[src/rtl/exu_pkg.sv]
package exu_pkg;
  localparam int INSTR_W = 32;
  localparam int OPC_W   = 6;
  localparam int FN_W    = 6;
  localparam int RIDX_W  = 5;
  localparam int IMM_W   = 16;
  localparam int SHF_W   = 5;

  localparam logic [OPC_W-1:0] OPC_REG  = 6'd0;
  localparam logic [OPC_W-1:0] OPC_ADDI = 6'd8;
  localparam logic [OPC_W-1:0] OPC_SLTI = 6'd10;
  localparam logic [OPC_W-1:0] OPC_ANDI = 6'd12;
  localparam logic [OPC_W-1:0] OPC_ORI  = 6'd13;
  localparam logic [OPC_W-1:0] OPC_LUI  = 6'd15;

  localparam logic [FN_W-1:0] FN_SLL = 6'd0;
  localparam logic [FN_W-1:0] FN_SRL = 6'd2;
  localparam logic [FN_W-1:0] FN_ADD = 6'd32;
  localparam logic [FN_W-1:0] FN_SUB = 6'd34;
  localparam logic [FN_W-1:0] FN_AND = 6'd36;
  localparam logic [FN_W-1:0] FN_OR  = 6'd37;
  localparam logic [FN_W-1:0] FN_NOR = 6'd39;
  localparam logic [FN_W-1:0] FN_SLT = 6'd42;

  typedef enum logic [3:0] {
    K_ADD, K_SUB, K_AND, K_OR, K_NOR, K_SLT, K_SLL, K_SRL, K_PASSB, K_BAD
  } alu_kind_e;

  typedef enum logic [1:0] {
    B_REG, B_SEXT, B_ZEXT, B_HIGH
  } bsel_e;

  typedef struct packed {
    alu_kind_e         kind;
    bsel_e             bsel;
    logic [RIDX_W-1:0] dest;
    logic              legal;
  } dec_t;
endpackage

[src/rtl/exu_decode.sv]
module exu_decode
  import exu_pkg::*;
(
  input  logic [OPC_W-1:0]  opc_i,
  input  logic [FN_W-1:0]   fn_i,
  input  logic [RIDX_W-1:0] rt_idx_i,
  input  logic [RIDX_W-1:0] rd_idx_i,
  output dec_t              dec_o
);
  always_comb begin
    dec_o.kind  = K_BAD;
    dec_o.bsel  = B_REG;
    dec_o.dest  = rt_idx_i;
    dec_o.legal = 1'b1;
    case (opc_i)
      OPC_REG: begin
        dec_o.dest = rd_idx_i;
        case (fn_i)
          FN_ADD:  dec_o.kind = K_ADD;
          FN_SUB:  dec_o.kind = K_SUB;
          FN_AND:  dec_o.kind = K_AND;
          FN_OR:   dec_o.kind = K_OR;
          FN_NOR:  dec_o.kind = K_NOR;
          FN_SLT:  dec_o.kind = K_SLT;
          FN_SLL:  dec_o.kind = K_SLL;
          FN_SRL:  dec_o.kind = K_SRL;
          default: dec_o.legal = 1'b0;
        endcase
      end
      OPC_ADDI: begin dec_o.kind = K_ADD;   dec_o.bsel = B_SEXT; end
      OPC_SLTI: begin dec_o.kind = K_SLT;   dec_o.bsel = B_SEXT; end
      OPC_ANDI: begin dec_o.kind = K_AND;   dec_o.bsel = B_ZEXT; end
      OPC_ORI:  begin dec_o.kind = K_OR;    dec_o.bsel = B_ZEXT; end
      OPC_LUI:  begin dec_o.kind = K_PASSB; dec_o.bsel = B_HIGH; end
      default:  dec_o.legal = 1'b0;
    endcase
  end

  always_comb begin
    if (!dec_o.legal) p_bad_kind_r9: assert (dec_o.kind == K_BAD);
    if (dec_o.legal)  p_good_kind_r10: assert (dec_o.kind != K_BAD);
  end
endmodule

[src/rtl/exu_operand.sv]
module exu_operand
  import exu_pkg::*;
#(
  parameter int DATA_W = 32
) (
  input  bsel_e              bsel_i,
  input  logic [IMM_W-1:0]   imm_i,
  input  logic [DATA_W-1:0]  rt_val_i,
  output logic [DATA_W-1:0]  b_o
);
  localparam int EXT_W = DATA_W - IMM_W;

  always_comb begin
    case (bsel_i)
      B_SEXT:  b_o = {{EXT_W{imm_i[IMM_W-1]}}, imm_i};
      B_ZEXT:  b_o = {{EXT_W{1'b0}}, imm_i};
      B_HIGH:  b_o = {imm_i, {EXT_W{1'b0}}};
      default: b_o = rt_val_i;
    endcase
  end

  always_comb begin
    if (bsel_i == B_HIGH) p_high_low_zero_r7: assert (b_o[EXT_W-1:0] == '0);
  end
endmodule

[src/rtl/exu_shifter.sv]
module exu_shifter #(
  parameter int DATA_W = 32,
  parameter int SH_W   = 5
) (
  input  logic [DATA_W-1:0] val_i,
  input  logic [SH_W-1:0]   amt_i,
  input  logic              left_i,
  output logic [DATA_W-1:0] res_o
);
  logic [DATA_W-1:0] stage [0:SH_W];

  assign stage[0] = val_i;

  for (genvar k = 0; k < SH_W; k++) begin : g_stage
    localparam int STEP = 1 << k;
    always_comb begin
      if (!amt_i[k])   stage[k+1] = stage[k];
      else if (left_i) stage[k+1] = stage[k] << STEP;
      else             stage[k+1] = stage[k] >> STEP;
    end
  end

  assign res_o = stage[SH_W];

  always_comb begin
    if (amt_i == '0) p_zero_shift_r4: assert (res_o == val_i);
  end
endmodule

[src/rtl/exu_alu.sv]
module exu_alu
  import exu_pkg::*;
#(
  parameter int DATA_W = 32,
  parameter int SH_W   = 5
) (
  input  alu_kind_e          kind_i,
  input  logic [DATA_W-1:0]  a_i,
  input  logic [DATA_W-1:0]  b_i,
  input  logic [SH_W-1:0]    amt_i,
  output logic [DATA_W-1:0]  res_o
);
  logic [DATA_W-1:0] shifted;
  logic              lt;

  exu_shifter #(.DATA_W(DATA_W), .SH_W(SH_W)) u_shift (
    .val_i (b_i),
    .amt_i (amt_i),
    .left_i(kind_i == K_SLL),
    .res_o (shifted)
  );

  assign lt = $signed(a_i) < $signed(b_i);

  always_comb begin
    case (kind_i)
      K_ADD:   res_o = a_i + b_i;
      K_SUB:   res_o = a_i - b_i;
      K_AND:   res_o = a_i & b_i;
      K_OR:    res_o = a_i | b_i;
      K_NOR:   res_o = ~(a_i | b_i);
      K_SLT:   res_o = {{(DATA_W-1){1'b0}}, lt};
      K_SLL,
      K_SRL:   res_o = shifted;
      K_PASSB: res_o = b_i;
      default: res_o = '0;
    endcase
  end

  always_comb begin
    if (kind_i == K_SUB) p_sub_inverse_r1: assert (res_o + b_i == a_i);
    if (kind_i == K_NOR) p_nor_disjoint_r2: assert ((res_o & (a_i | b_i)) == '0);
    if (kind_i == K_SLT) p_slt_bool_r3: assert (res_o[DATA_W-1:1] == '0);
  end
endmodule

[src/rtl/exu_core.sv]
module exu_core
  import exu_pkg::*;
#(
  parameter int DATA_W = 32
) (
  input  logic [INSTR_W-1:0] instr_i,
  input  logic [DATA_W-1:0]  rs_val_i,
  input  logic [DATA_W-1:0]  rt_val_i,
  output logic [DATA_W-1:0]  result_o,
  output logic [RIDX_W-1:0]  dest_o,
  output logic               wr_en_o,
  output logic               illegal_o
);
  localparam int SH_W = SHF_W;

  logic [OPC_W-1:0]  opc;
  logic [FN_W-1:0]   fn;
  logic [RIDX_W-1:0] rt_idx;
  logic [RIDX_W-1:0] rd_idx;
  logic [SH_W-1:0]   amt;
  logic [IMM_W-1:0]  imm;
  dec_t              dec;
  logic [DATA_W-1:0] b_val;
  logic [DATA_W-1:0] alu_res;

  assign opc    = instr_i[31:26];
  assign rt_idx = instr_i[20:16];
  assign rd_idx = instr_i[15:11];
  assign amt    = instr_i[10:6];
  assign fn     = instr_i[5:0];
  assign imm    = instr_i[15:0];

  exu_decode u_dec (
    .opc_i   (opc),
    .fn_i    (fn),
    .rt_idx_i(rt_idx),
    .rd_idx_i(rd_idx),
    .dec_o   (dec)
  );

  exu_operand #(.DATA_W(DATA_W)) u_opnd (
    .bsel_i  (dec.bsel),
    .imm_i   (imm),
    .rt_val_i(rt_val_i),
    .b_o     (b_val)
  );

  exu_alu #(.DATA_W(DATA_W), .SH_W(SH_W)) u_alu (
    .kind_i(dec.kind),
    .a_i   (rs_val_i),
    .b_i   (b_val),
    .amt_i (amt),
    .res_o (alu_res)
  );

  always_comb begin
    result_o  = dec.legal ? alu_res : '0;
    dest_o    = dec.legal ? dec.dest : '0;
    wr_en_o   = dec.legal && (dec.dest != '0);
    illegal_o = !dec.legal;
  end

  always_comb begin
    if (wr_en_o) p_no_zero_write_r8: assert (dest_o != '0);
    if (illegal_o) p_illegal_quiet_r9: assert (!wr_en_o && result_o == '0);
    if (!illegal_o && opc == OPC_REG) p_rdest_r1: assert (dest_o == instr_i[15:11]);
    if (!illegal_o && opc != OPC_REG) p_idest_r5: assert (dest_o == instr_i[20:16]);
    if (!illegal_o && opc == OPC_LUI) p_lui_upper_r7: assert (result_o[31:16] == instr_i[15:0]);
  end
endmodule

[config.mk]
export PLATFORM = sky130hd
export DESIGN_NAME = exu_core
export DESIGN_NICKNAME = d
export VERILOG_FILES = /design/src/rtl/exu_pkg.sv /design/src/rtl/exu_decode.sv /design/src/rtl/exu_operand.sv /design/src/rtl/exu_shifter.sv /design/src/rtl/exu_alu.sv /design/src/rtl/exu_core.sv
export SDC_FILE = /design/constraint.sdc
export NUM_CORES = 1
export LEC_CHECK = 0
export CELL_PAD_IN_SITES_DETAIL_PLACEMENT = 1
export CELL_PAD_IN_SITES_GLOBAL_PLACEMENT = 2
export CORE_ASPECT_RATIO = 1.1
export CORE_MARGIN = 4
export CORE_UTILIZATION = 30
export DETAILED_ROUTE_END_ITERATION = 7
export GPL_TIMING_DRIVEN = 0
export PLACE_DENSITY_LB_ADDON = 0.3
export SLEW_MARGIN = 20
export SYNTH_ARGS = -nofsm -noshare
export SYNTH_HDL_FRONTEND = slang
export SYNTH_SLANG_ARGS = --single-unit
[constraint.sdc]
create_clock -name vclk -period 12.8
set_input_delay 2.56 -clock vclk [all_inputs]
set_output_delay 2.56 -clock vclk [all_outputs]
set_load 0.02 [all_outputs]
### Yosys cells after proc, flatten, opt, wreduce, memory -nomap -nowiden

Index checks and enable logic that the tools add are counted.

* output and inout bits: 39
* word-level logic and storage cells: 60
* register bits: 0

* $lt $le $gt $ge: 1
* reductions and logical operators: 11
* bitwise gates (word level): 3
* add/sub/neg operators: 2
* eq/ne operators: 23
* mux-type cells: 20

Operators by type and width (number)
* $mux W32: 11
* $pmux W32 S8: 1
* $pmux W32 S3: 1
* $eq A6 B6 Y1 const B: 6
* $add A32 B32 Y32: 1
* $and A32 B32 Y32: 1
* $lt A32 B32 Y1: 1
* $not A32 Y32: 1
* $or A32 B32 Y32: 1
* $pmux W4 S8: 1
* $sub A32 B32 Y32: 1
* $eq A6 B4 Y1 const B: 5
* $pmux W4 S6: 1
* $eq A4 B3 Y1 const B: 4
* $logic_not A6 Y1: 2
* $mux W5: 2
* $eq A4 B2 Y1 const B: 2
* $reduce_or A8 Y1: 1
* $eq A6 B2 Y1 const B: 1
* $pmux W2 S3: 1
* $reduce_or A2 Y1: 3
* $reduce_bool A5 Y1: 1
* $reduce_or A5 Y1: 1
* $eq A2 B2 Y1 const B: 2
* 8 further kinds: 8

### Depth between registers and ports, before layout

Gate-level depths: netlist (run 1).

* word-level depth: 17
* gate-level depth with buffers: 20
* mapped depth without buffers: 17

### Hierarchy

A second synthesis (run 1) with hierarchy kept.

* cell total of the unflattened synthesis: 1605
* area, all modules: 10841.6 µm²

By module, submodules not included
* exu_alu: area an instance 5350.1 µm², sequential area each 0.0 µm², cells an instance 806, instances 1
* exu_shifter: area an instance 4146.5 µm², sequential area each 0.0 µm², cells an instance 612, instances 1
* exu_operand: area an instance 721.9 µm², sequential area each 0.0 µm², cells an instance 95, instances 1
* exu_decode: area an instance 335.3 µm², sequential area each 0.0 µm², cells an instance 47, instances 1
* exu_core: area an instance 287.8 µm², sequential area each 0.0 µm², cells an instance 45, instances 1

### Worst setup path before layout (run 1)

OpenSTA, ideal clock, no wires.

* path kind: input to output
* start: input port instr_i[27]
* end: output port result_o[28]
* buffers on the path: 3
* data arrival time: 6.662 ns
* data required time: 10.240 ns
* path slack: 3.578 ns
* cell stages on the path: 17
* cells stage by stage: buf_2 > nor4b_4 > buf_2 > a22oi_1 > o211ai_1 > inv_1 > ha_1 > clkbuf_1 > nor2b_1 > a2111oi_0 > a311oi_1 > a21bo_1 > a221o_1 > o311ai_1 > xnor2_1 > nor2_1 > or3_1

* longest elaborated chain between the ends: 17
* elaborated cells on any way between the ends: 43
* those cells by class: 2 x add/sub; 16 x eq/ne; 16 x mux; 3 x bitwise; 6 x reduce/logical

Ends and longest elaborated chain
* start, declared: line exu_core.sv:6 `input logic [INSTR_W-1:0] instr_i,`
* $eq A6 B4 Y1: line exu_decode.sv:15 `case (opc_i)`
* $reduce_or A2 Y1 (no source line)
* $pmux W2 S3: line exu_decode.sv:15
* $eq A2 B2 Y1 or $eq A2 B1 Y1 (tied branches): line exu_operand.sv:14 `case (bsel_i)`
* $pmux W32 S3: line exu_operand.sv:14
* $mux W32: line exu_shifter.sv:18 `else if (left_i) stage[k+1] = stage[k] << STEP;`
* $mux W32: line exu_shifter.sv:17 `if (!amt_i[k]) stage[k+1] = stage[k];`
* $mux W32: line exu_shifter.sv:18
* $mux W32: line exu_shifter.sv:17
* $mux W32: line exu_shifter.sv:18
* $mux W32: line exu_shifter.sv:17
* $mux W32: line exu_shifter.sv:18
* $mux W32: line exu_shifter.sv:17
* $mux W32: line exu_shifter.sv:18
* $mux W32: line exu_shifter.sv:17
* $pmux W32 S8: line exu_alu.sv:26 `case (kind_i)`
* $mux W32 (*): line exu_core.sv:57 `result_o = dec.legal ? alu_res : '0;`
* end, declared: line exu_core.sv:9 `output logic [DATA_W-1:0] result_o,`

Mark *: on every way between the ends. The rest lies on a longest branch, timed or not.

### Worst setup path in the final report (run 1)

* start: input port instr_i[31]
* end: output port result_o[0]

Same word-level chain as after synthesis.

==> results of run 1 <==
[worst max-delay path: cells and delay by family]
| family | cells | cell delay, ns |
|---|---|---|
| and+or+nand+nor | 4 | 1.45 |
| adders and majority gates | 1 | 0.39 |
| AOI/OAI and AO/OA | 8 | 3.75 |
| buffers and inverters | 5 | 2.00 |
[path summary, 6_finish.rpt]
kind	endpoint	start	slack, ns	depth (start not counted)
max	result_o[0]	instr_i[31]	0.05	18
min	dest_o[0]	instr_i[16]	6.27	4
[metal layers]
layer	share of wire, %	vias up	GRT usage, %	wire length [um]
met5	0	-	0	0
met4	8.5	0	25.20	6845
met3	8.5	323	7.448	6861
met2	43	995	63.52	34390
met1	40	7579	49.73	32490
li1	-	6419	-	-
[stage by stage]
step | area (um^2) | util (%)
global route | 12340 | 35.91
global placement | 12320 | 35.84
CTS | 12340 | 35.89
detailed placement | 12340 | 35.89
finish | 12350 | 35.91
floorplan | 10520 | -
[kinds of logic after synthesis]
family,Yosys count,synth area share (%)
and+or+nand+nor,487,22.50
adders and majority gates,115,13.82
AOI/OAI and AO/OA,699,47.46
muxes,34,3.746
buffers and inverters,251,10.07
xor gates and xnor gates,29,2.414
[layout make-up]
cell class	instances	area, um^2	share of cell area, %
Buffer	152	688.2	5.574
Tap cell	438	548.0	4.439
Multi-Input combinational cell	1364	9475	76.74
Antenna cell	1	2.502	0.02027
Inverter	99	371.6	3.010
Timing Repair Buffer	127	1261	10.21
[cell usage in the layout, fill, tap and decap left out, types with 11 or more instances in the layout]
cell type,count
a211o_1,11
a211oi_1,19
a21o_1,18
a21oi_1,145
a221oi_1,26
a22oi_1,38
a311oi_1,12
a31oi_1,30
and2_1,11
buf_2,51
clkbuf_1,90
clkdlybuf4s50_1,125
ha_1,113
inv_1,95
mux2i_1,27
nand2_1,139
nand2b_1,17
nand3_1,44
nor2_1,137
nor3_1,43
nor3b_1,14
o211ai_1,43
o21ai_0,102
o21bai_1,17
o221ai_1,30
o22ai_1,23
o31ai_1,28
or3_1,11
xnor2_1,21
==> run metrics, run 1 <==
Final Hold Vio Count 0; post-route minimum period 12.75 ns; synthesized area 0.01052 mm^2; Seq cells 0; Post-CTS Resized 0; I/O Buffers 125; dpl ws 0.2819 ns; FMAX 78.46 MHz; drt total wl 80.59 mm; Total Routing Usage GR 39.86%; Crit-path slowest cell o311ai_0; row count 71; Core Area 0.03438 mm^2; Slew headroom 16.80%; setup TNS 0 ns; Initial DRC Count 1775; Area Overhead vs Synth 17.34%; setup violators final 0; Area contributors post-synth ha_1 (13%), a21oi_1 (6.9%), nand2_1 (5.0%); vias per cell 7.022; CP peak stage delay 1.00 ns; crit path kind in -> out; post-cts hold buffer count 0; Die Height 204.4 um; area occupied by registers 0 um^2; Die Wd 186.6 um; fin crit share 99.57%; most numerous cell in the Yosys netlist a21oi_1; Startpoint Class input pin; Hold Crit Class in -> out; Synth Instances 1615; Yosys top cell by area ha_1; YS warnings 0; final non-filler cell total 2181; Routed Antenna Nets 0; drt first pass iters 6; global-route wire length before repair 112.8 mm; CP required 10.24 ns; Post-synth top cells a21oi_1 (145), nand2_1 (139), nor2_1 (137); placed cells 2180; wire length per cell 36.95 um; GP Congestion 1.075; sequential area share after synthesis 0%; via count of the routed design 15320; total of max-cap violations 0; unique cell type count in the Yosys netlist 100; initial antenna violation count 0; # IOs 135; Nets 1955; RSZ-0062 raised after global routing no; pin count of the biggest net entering global routing 11; Mean Syn Cell Area 6.516 um^2; Die ar. 0.03814 mm^2; status completed; Slew @ Worst Pin 1.240 ns; crit-path cells clkdlybuf4s50_1 -> or3b_1 -> buf_4 -> o311a_1 -> o21ai_1 -> inv_1 -> ha_1 -> clkbuf_1 -> or3_1 -> nor3_1 -> o31ai_1 -> a311oi_1 -> a21bo_1 -> a221o_1 -> a31oi_1 -> o311ai_0 -> nand4_1 -> clkdlybuf4s50_1; Syn Nets 1826; Congestion Overflow GR 0; Yosys top cell area share 13.44%; worst-path fanout max 9; vias in the first global route 15100; Fillers 4476; Crit path arrival time 10.19 ns; Post-CTS Setup Repair Bufs 0; clkbuf count 0; final setup margin 0.05486 ns; Slew Limit Fails 0; worst hold margin 6.269 ns; share of cells above drive strength 1 6.716%; Most common cell on crit path clkdlybuf4s50_1; Starting Density 30.61%; critical path endpoint category output pin; DRC viols 0; dpl hpwl 65.84 mm
==> inputs of run 2 (changes only) <==
SETUP_SLACK_MARGIN = 0.15   (was default)
==> run metrics, run 2 (synthesized netlist as in run 1, its figures left out) <==
area occupied by registers 0 um^2; Nets 1955; fin crit share 98.33%; Slew Limit Fails 0; vias in the first global route 15100; hold path startpoint instr_i[16]; RSZ-0062 raised after global routing no; status completed; Die ar. 0.03814 mm^2; CP required 10.24 ns; final setup margin 0.2138 ns; crit path kind in -> out; Worst path top cell family by delay compound AO/OA/AOI/OAI gates; Hold Path Depth 4; Final Hold Vio Count 0; post-route minimum period 12.59 ns; worst-path fanout max 10; via count of the routed design 15320; Crit path arrival time 10.03 ns; dpl ws 0.2819 ns; Die Height 204.4 um; DRC viols 0; Initial DRC Count 1822; Hold Crit Class in -> out; clkbuf count 0; dpl hpwl 65.84 mm; most frequent cells in the layout a21oi_1 (145), nand2_1 (139), nor2_1 (137), clkdlybuf4s50_1 (125), ha_1 (113); wire length per cell 36.87 um; number of buffers and inverters on the critical path 4; Starting Density 30.61%; share of cells above drive strength 1 6.774%; # IOs 135; Most common cell on crit path clkdlybuf4s50_1; setup TNS 0 ns; most common cell after layout, fill and taps aside a21oi_1; crit-path cells clkdlybuf4s50_1 -> nor4b_4 -> buf_2 -> a22oi_1 -> o211ai_1 -> inv_1 -> ha_1 -> nor2b_1 -> nor3_1 -> o31ai_1 -> a311oi_1 -> a21bo_1 -> a221o_1 -> a31oi_1 -> o311ai_0 -> nand4_1 -> clkdlybuf4s50_1; Post-CTS Setup Repair Bufs 0; Slew @ Worst Pin 1.244 ns; FMAX 79.45 MHz; hold path endpoint dest_o[0]; Crit-path slowest cell o311ai_0; setup violators final 0; drt total wl 80.42 mm; Area Overhead vs Synth 17.37%; initial antenna violation count 0; Die Wd 186.6 um; Startpoint Class input pin; total of max-cap violations 0; drt first pass iters 5; pin count of the biggest net entering global routing 11; Total Routing Usage GR 39.86%; Slew headroom 16.48%; Routed Antenna Nets 0; GP Congestion 1.075; Core Area 0.03438 mm^2; critical path endpoint category output pin; Seq cells 0; Congestion Overflow GR 0; row count 71; global-route wire length before repair 112.8 mm; CP peak stage delay 0.98 ns; vias per cell 7.022; I/O Buffers 125
-- run 2: cell counts in the layout (fill, tap and decap cells not counted) --
No cell type changed its count.
-- run 2: worst max path at each step --
stage | start | end | slack (ns) | cells after the start
6_report | instr_i[31] | result_o[0] | 0.21 | 17
5_1_grt | instr_i[26] | result_o[0] | 0.24 | 21
4_1_cts | instr_i[31] | result_o[0] | 0.28 | 18
3_5_place_dp | instr_i[31] | result_o[0] | 0.28 | 18
3_3_place_gp | instr_i[31] | result_o[0] | 0.27 | 18
2_1_floorplan | instr_i[27] | result_o[28] | 3.58 | 17
-- run 2: final cells by class --
class                           instances  area (um^2)
Antenna cell                            1        2.502
Buffer                                152        688.2
Inverter                               99        371.6
Timing Repair Buffer                  127         1261
Tap cell                              438        548.0
Multi-Input combinational cell       1364         9479
Fill cell                            4475        22030
-- run 2: tightest hold or removal path: stages --
cell	delay, ns
clkdlybuf4s50_1	0.42
mux2i_1	0.14
nor2_1	0.05
clkdlybuf4s50_1	0.53
-- run 2: layer usage --
layer  vias to the layer above  share of wire (%)  track usage, %  wire length [um]
li1                       6412                  -               -                 -
met1                      7576                 40           49.73             32110
met2                      1003                 43           63.52             34270
met3                       324                8.9           7.448              7153
met4                         0                8.6           25.20              6883
met5                         -                  0               0                 0
-- run 2: repair_timing --
item / CTS / global route
setup endpoints to repair: 0 / 2
hold buffers: 0 / 0
gates resized for setup: 0 / 1
-- run 2: metrics by stage --
stage                     instance area (um^2)  hold slack [ns]  utilization [%]  instances
after floorplan                          10520            5.336                -       1615
after detailed placement                 12340            6.258            35.89       2180
after CTS                                12340            6.269            35.89       2180
after global placement                   12320            6.237            35.84       2178
final                                    12350            6.269            35.92       2181
after global routing                     12350            6.285            35.92       2180
==> inputs of run 3 (changes only) <==
PLACE_DENSITY = 0.8   (was default)
PLACE_DENSITY_LB_ADDON = default   (was 0.3)
SETUP_SLACK_MARGIN = 0.4   (was 0.15)
SYNTH_HIERARCHICAL = 1   (was default)
==> run metrics, run 3 <==
Slew Limit Fails 0; FMAX 82.23 MHz; sequential area share after synthesis 0%; Yosys top cell by area ha_1; Slew @ Worst Pin 1.137 ns; Area contributors post-synth ha_1 (12%), mux2i_1 (9.0%), o21ai_0 (6.2%); unique cell type count in the Yosys netlist 94; most numerous cell in the Yosys netlist nor2_1; most frequent cells in the layout nor2_1 (164), clkdlybuf4s50_1 (130), a21oi_1 (124), o21ai_0 (119), ha_1 (103); pin count of the biggest net entering global routing 13; worst-path fanout max 10; Leakage 0.004952 uW; YS warnings 6; worst hold margin 6.423 ns; synthesized area 0.01084 mm^2; critical path endpoint category output pin; Post-synth top cells nor2_1 (164), o21ai_0 (135), a21oi_1 (124); Mean Syn Cell Area 6.755 um^2; Startpoint Class input pin; initial antenna violation count 2; power density cells 45.46 mW/mm^2; DRC viols 0; Final Hold Vio Count 0; wire length per cell 32.60 um; ant diodes 0; Core Area 0.03540 mm^2; drt total wl 72.77 mm; crit path kind in -> out; Crit path arrival time 9.60 ns; most common cell after layout, fill and taps aside nor2_1; post-route minimum period 12.16 ns; total of max-cap violations 0; Initial DRC Count 1387; post-cts hold buffer count 0; Seq cells 0; Routed Antenna Nets 0; area occupied by registers 0 um^2; dpl hpwl 57.92 mm; via count of the routed design 14620; Total Routing Usage GR 35.13%; Slew headroom 24.23%; Die Wd 189.3 um; Syn Nets 1806; vias per cell 6.552; global-route wire length before repair 104.9 mm; row count 72; Starting Density 30.62%; I/O Buffers 130; vias in the first global route 14940; RSZ-0062 raised after global routing no; Area Overhead vs Synth 20.97%; Hold Crit Class in -> out; Nets 1954; Yosys top cell area share 11.89%; clkbuf count 0; maximum VDD drop 0.00002040 V; Die Height 207.4 um; setup violators final 0; drt first pass iters 6; share of cells above drive strength 1 11.31%; GP Congestion 1.023; fin crit share 95.00%; # IOs 135; Synth Instances 1605; Die ar. 0.03925 mm^2; setup TNS 0 ns; status completed; Congestion Overflow GR 0; CP required 10.24 ns
[run 3: cells by family after synthesis]
group | after synthesis | synth area share (%)
compound gates | 613 | 39.34
simple gates | 500 | 22.54
buf+inv | 234 | 10.66
mux | 124 | 12.86
fa+ha+maj | 105 | 12.26
xor+xnor | 29 | 2.343
[run 3: worst max-delay path, stage by stage]
cell and delay [ns]:
clkdlybuf4s50_1 0.55, nor3b_1 0.40, and2_1 0.19, buf_4 0.13, buf_6 0.18, buf_12 0.16
mux2i_1 0.09, o2bb2ai_1 0.91, ha_1 0.42, inv_1 0.09, fa_1 0.42, nand2b_1 0.19
a21oi_1 0.30, o211ai_1 0.22, a31oi_1 0.57, a41oi_1 0.34, o31ai_1 0.43, a22oi_1 0.14
xnor2_1 0.16, o21ai_1 0.31, and2_1 0.19, clkdlybuf4s50_1 0.60
[run 3: cell type report]
cell class / count / area [um^2]
inverter: 106 / 399.1
timing repair buffer: 146 / 1489
buffer: 128 / 762.0
fill: 4529 / 22290
tap: 481 / 601.8
multi-input combinational: 1371 / 9863
[run 3: power breakdown]
group	switching [uW]	total (uW)	internal [uW]
Combinational	394	596	202
Clock	0	0	0
Sequential	0	0	0
[run 3: per-layer routing]
metal | track usage [%] | share of wire [%] | vias up
met5 | 0 | 0.033 | -
met4 | 20.73 | 7.9 | 4
met3 | 4.205 | 6.1 | 254
met2 | 60.20 | 47 | 711
met1 | 42.07 | 39 | 7326
li1 | - | - | 6328
[run 3: final timing paths]
check / startpoint / to / slack (ns) / cells after the start
worst max-delay path: instr_i[29] / result_o[28] / 0.64 / 22
worst min-delay path: instr_i[19] / dest_o[3] / 6.42 / 4
[run 3: timing repair]
action / 4_1_cts / 5_1_grt
buffers inserted: 0 / 0
gates resized for setup: 4 / 13
endpoints found under the setup margin: 7 / 13
[run 3: per-stage QoR]
step | total power, uW | instance area, um^2 | utilization [%] | std cells | setup WS [ns]
finish | 596.2 | 13120 | 37.04 | 2232 | 0.6395
global route | 628.1 | 13120 | 37.04 | 2232 | 0.4419
CTS | 575.8 | 13060 | 36.89 | 2232 | 0.5097
detailed placement | 572.7 | 13050 | 36.85 | 2232 | -0.1570
global placement | 558.8 | 12740 | 36.00 | 2216 | -0.1717
floorplan | 341.4 | 10840 | - | 1605 | 3.361
Power figures use the tool's default switching activity.
